**src/rtl/pgfsm_pkg.sv**
```systemverilog
package pgfsm_pkg;
  localparam int ST_W = 3;

  typedef enum logic [ST_W-1:0] {
    ST_A   = 3'd0,
    ST_B   = 3'd1,
    ST_C   = 3'd2,
    ST_D   = 3'd3,
    ST_E   = 3'd4,
    ST_F   = 3'd5,
    ST_G   = 3'd6,
    ST_BAD = 3'd7
  } st_t;

  // True when the machine sits in one branch state and has already left the other.
  function automatic logic gate_fn(st_t cur, st_t hist);
    return ((cur == ST_E) && (hist == ST_F)) || ((cur == ST_F) && (hist == ST_E));
  endfunction

  function automatic logic is_branch(st_t s);
    return (s == ST_E) || (s == ST_F);
  endfunction

  // Transition function; gate says whether a branch state may finish.
  function automatic st_t step_fn(st_t cur, logic dir, logic gate);
    st_t nxt;
    case (cur)
      ST_A:    nxt = dir ? ST_B : ST_A;
      ST_B:    nxt = dir ? ST_C : ST_A;
      ST_C:    nxt = dir ? ST_D : ST_F;
      ST_D:    nxt = dir ? ST_E : ST_C;
      ST_E:    nxt = !dir ? ST_D : (gate ? ST_G : ST_E);
      ST_F:    nxt = !dir ? ST_C : (gate ? ST_G : ST_F);
      ST_G:    nxt = ST_G;
      default: nxt = ST_A;   // illegal encoding recovers to the start state
    endcase
    return nxt;
  endfunction

  function automatic logic [ST_W-1:0] code_of(st_t s);
    return s;
  endfunction
endpackage

```
**src/rtl/pgfsm_next.sv**
```systemverilog
module pgfsm_next
  import pgfsm_pkg::*;
(
  input  st_t  cur_i,
  input  logic dir_i,
  input  st_t  hist_i,
  output st_t  nxt_o,
  output logic gate_o
);
  assign gate_o = gate_fn(cur_i, hist_i);
  assign nxt_o  = step_fn(cur_i, dir_i, gate_o);
endmodule

```
**src/rtl/pgfsm_hist.sv**
```systemverilog
module pgfsm_hist
  import pgfsm_pkg::*;
(
  input  logic clk,
  input  logic rst,
  input  st_t  cur_i,
  input  st_t  nxt_i,
  output st_t  hist_o
);
  logic leave_w;
  st_t  hist_q;

  // A branch state is being left on this edge.
  assign leave_w = is_branch(cur_i) && (nxt_i != cur_i);

  always_ff @(posedge clk or posedge rst) begin
    if (rst)          hist_q <= ST_A;
    else if (leave_w) hist_q <= cur_i;
  end

  assign hist_o = hist_q;
endmodule

```
**src/rtl/pgfsm_outdec.sv**
```systemverilog
module pgfsm_outdec
  import pgfsm_pkg::*;
(
  input  st_t              cur_i,
  output logic [ST_W-1:0]  code_o
);
  assign code_o = code_of(cur_i);
endmodule

```
**src/rtl/path_gated_fsm.sv**
```systemverilog
module path_gated_fsm
  import pgfsm_pkg::*;
(
  input  logic             clk,
  input  logic             rst,
  input  logic             dir_i,
  output logic [ST_W-1:0]  state_o
);
  st_t  cur_q;
  st_t  nxt_w;
  st_t  hist_q;
  logic gate_w;

  always_ff @(posedge clk or posedge rst) begin
    if (rst) cur_q <= ST_A;
    else     cur_q <= nxt_w;
  end

  pgfsm_next u_next (
    .cur_i  (cur_q),
    .dir_i  (dir_i),
    .hist_i (hist_q),
    .nxt_o  (nxt_w),
    .gate_o (gate_w)
  );

  pgfsm_hist u_hist (
    .clk    (clk),
    .rst    (rst),
    .cur_i  (cur_q),
    .nxt_i  (nxt_w),
    .hist_o (hist_q)
  );

  pgfsm_outdec u_dec (
    .cur_i  (cur_q),
    .code_o (state_o)
  );
endmodule

```
**config.mk**
```make
export PLATFORM = sky130hd
export DESIGN_NAME = path_gated_fsm
export DESIGN_NICKNAME = d
export VERILOG_FILES = /design/src/rtl/pgfsm_pkg.sv /design/src/rtl/pgfsm_next.sv /design/src/rtl/pgfsm_hist.sv /design/src/rtl/pgfsm_outdec.sv /design/src/rtl/path_gated_fsm.sv
export SDC_FILE = /design/constraint.sdc
export NUM_CORES = 1
export LEC_CHECK = 0
export ABC_AREA = 1
export BUFFER_PORTS_ARGS = -buffer_cell sky130_fd_sc_hd__buf_2
export CORE_AREA = 4 4 41 43
export DETAILED_ROUTE_END_ITERATION = 10
export DIE_AREA = 0 0 45 47
export PLACE_DENSITY = 0.53
export SLEW_MARGIN = 10
export SYNTH_ARGS = -nofsm -noshare
export SYNTH_HDL_FRONTEND = slang
export SYNTH_SLANG_ARGS = --single-unit
```
**constraint.sdc**
```tcl
create_clock -name clk -period 1.3 [get_ports clk]
set_input_delay 0.065 -clock clk [delete_from_list [all_inputs] [get_ports clk]]
set_output_delay 0.065 -clock clk [all_outputs]
set_load 0.05 [all_outputs]
```
==> metrics.md <==
| Metric | Value |
|---|---|
| Worst hold path depth | 3 |
| Worst setup path category | flop to flop |
| Final antenna-violating net count | 0 |
| Clock share of power | 0.171 |
| Leak pwr | 0.211 nW |
| CTS tree | yes |
| Final Cycle Share | 0.897 |
| Area of the multi-input gates | 155 sq um |
| Switching Fraction | 0.499 |
| Worst IR Drop VDD | 1250 uV |
| Post-synthesis cell count | 44 |
| Post-layout nets | 58 |
| CP Data Arrival Time | 1290 ps |
| TritonCTS Buffers | 3 |
| RSZ-0062 raised after global routing | false |
| Worst Hold Launch | dir_i |
| Final setup TNS | 0 ps |
| Port bufs | 5 |
| Vias in the first global route | 265 |
| Peak Freq | 858 MHz |
| Largest net degree at the start of global routing | 9 |
| Layout cells sized above 1 | 0.352 |
| Hold Path Class | primary input to flop |
| Setup bufs post-CTS | 0 |
| R2R setup slack | 130 ps |
| Power share of the combinational group | 0.509 |
| Die height | 47 um |
| Status | complete, no violations |
| Io pins | 6 |
| P_sw | 520 uW |
| Die ar. | 2120 sq um |
| GRT overflow | 0 |
| Drt pass-1 iters | 4 |
| Synthesized area per cell | 7.71 sq um |
| Via density per instance | 4.14 |
| Depth of the most critical reg-to-reg path | 8 |
| Global-route wire length before repair | 986 um |
| Final min period | 1170 ps |
| Worst-Skew Late Latency | 240 ps |
| RD Place Congestion | 0.716 |
| Crit Reg-Reg Startpoint | cur_q[1] |
| Hpwl dp | 486 um |
| GR Util All Layers | 0.0668 |
| Via count | 286 |
| Area Overhead vs Synth | 24.7% |
| Worst setup SP type | flop |
| Crit-path max FO | 8 |
| Flop pwr share | 0.320 |
| R2r endpoint | u_hist.hist_o[0] |
| Int Pwr | 522 uW |
| Die width | 45 um |
| Post-synthesis sequential area ratio | 0.443 |
| CP Data Required Time | 1430 ps |
| Initial core utilization | 0.261 |
| Hold Vio Cnt, Final | 0 |
| Critical path endpoint category | flop |
| Final Max Tran Viols | 0 |
| Post-synth cell types | 14 |
| Max-cap violations | 0 |
| Post-CTS sizing | 0 |
| DR iter-0 viols | 3 |
| Synthesized cell area | 339 sq um |
| Fillers | 161 |
| Worst Setup SP | cur_q[1] |
| Initial antenna violation count | 0 |
| DR WL/cell | 8.07 um |
| Clk buf depth | 2 |
| Hold_ws | 160 ps |
| Clk sinks | 6 |
| Worst-margin pin slew | 249 ps |
| Worst slew margin | 0.835 |
| Clk pin slew, worst setup/hold paths | 50 ps |
| Sequential cell area | 154 sq um |
| Syn nets | 47 |
| Root buf cell | clkbuf_4 |
| Hold Path Sink | cur_q[2] |
| DR DRC count | 0 |
| Hold_buf cts | 1 |
| ANT cells | 0 |
| Final wirelength | 557 um |
| Row cnt | 13 |
| Core box area | 1300 sq um |
| Pwr dens | 2470 nW/um^2 |
| Yosys Warn Count | 0 |
| H-tree Lvls | 1 |
| Seq cells post-synth | 6 |
| Final setup viols | 0 |
| Clk_skew | 5.80 ps |
## stage by stage
stage | area [sq um] | setup WS [ps] | cells | utilization | power [mW]
finish | 423 | 134 | 69 | 0.325 | 1.04
global route | 423 | 2.48 | 69 | 0.325 | 1.15
CTS | 423 | 125 | 69 | 0.325 | 1.06
detailed placement | 387 | 139 | 64 | 0.297 | 0.872
global placement | 387 | 123 | 64 | 0.297 | 0.873
floorplan | 343 | 41.1 | 44 | - | 0.755
## cell families after synthesis
group / synth area share
and+or+nand+nor: 0.303
AOI/OAI and AO/OA: 0.155
buffers and inverters: 0.0997
DFF: 0.443
## registers in the layout (all words and copies together), names as in the netlist
signal / flops
cur_q: 3
u_hist.hist_o: 3
## worst max path at each step
stage | end | slack [ps] | depth (start not counted)
final | u_hist.hist_o[0] | 130 | 8
after global routing | u_hist.hist_o[0] | 2 | 6
after CTS | u_hist.hist_o[0] | 130 | 8
after detailed placement | u_hist.hist_o[0] | 140 | 8
after global placement | u_hist.hist_o[0] | 120 | 8
after floorplan | u_hist.hist_o[0] | 40 | 7
## layout by cell type, fill, tap and decap left out, drive strengths merged
master / instances
clkbuf: 4
nor3: 1
nand2: 11
nor2: 5
o21ai: 3
nand3: 2
buf: 5
dfrtp: 6
inv: 9
a21oi: 6
a22oi: 1
dlygate4sd3: 1
## per-layer routing
metal	GRT usage	vias to the layer above	part of all wire
li1	-	158	-
met3	0.0115	0	0.0090
met5	0	-	0
met4	0.0702	0	0
met2	0.102	1	0.49
met1	0.0764	127	0.50
## final cells by class
type | count | share of cell area
multi-input combinational | 29 | 0.367
sequential | 6 | 0.364
timing repair buffer | 6 | 0.0828
inverter | 9 | 0.0799
clock buffer | 4 | 0.0621
tap | 15 | 0.0444
## worst max-delay path, cell delays in order, from the launching register on
cell and delay (ps):
dfrtp_2 450, inv_2 80, nand2_1 60, nor2_2 140, nand2_2 80, nand3_4 80
nand2_2 60, nand2_1 60, nand2_1 50
## synthesized netlist by cell type
| library cell | n | area share |
|---|---|---|
| nand2_1 | 9 | 0.10 |
| inv_1 | 7 | 0.078 |
| a21oi_1 | 6 | 0.089 |
| dfrtp_1 | 6 | 0.44 |
| nor2_1 | 3 | 0.033 |
| inv_2 | 2 | 0.022 |
| nand2_2 | 2 | 0.037 |
| nor2_2 | 2 | 0.037 |
| o21ai_0 | 2 | 0.030 |
| a22oi_1 | 1 | 0.022 |
| nand3_2 | 1 | 0.030 |
| nand3_4 | 1 | 0.052 |
| nor3_1 | 1 | 0.015 |
| o21ai_1 | 1 | 0.015 |
## power groups by stage
| stage | Sequential, mW | Clock (mW) | Combinational (mW) |
|---|---|---|---|
| floorplan | 0.487 | 0 | 0.268 |
| global placement | 0.339 | 0 | 0.533 |
| detailed placement | 0.337 | 0 | 0.534 |
| CTS | 0.334 | 0.186 | 0.538 |
| global route | 0.351 | 0.211 | 0.586 |
| finish | 0.334 | 0.179 | 0.530 |
(Power assumes the default switching activity.)
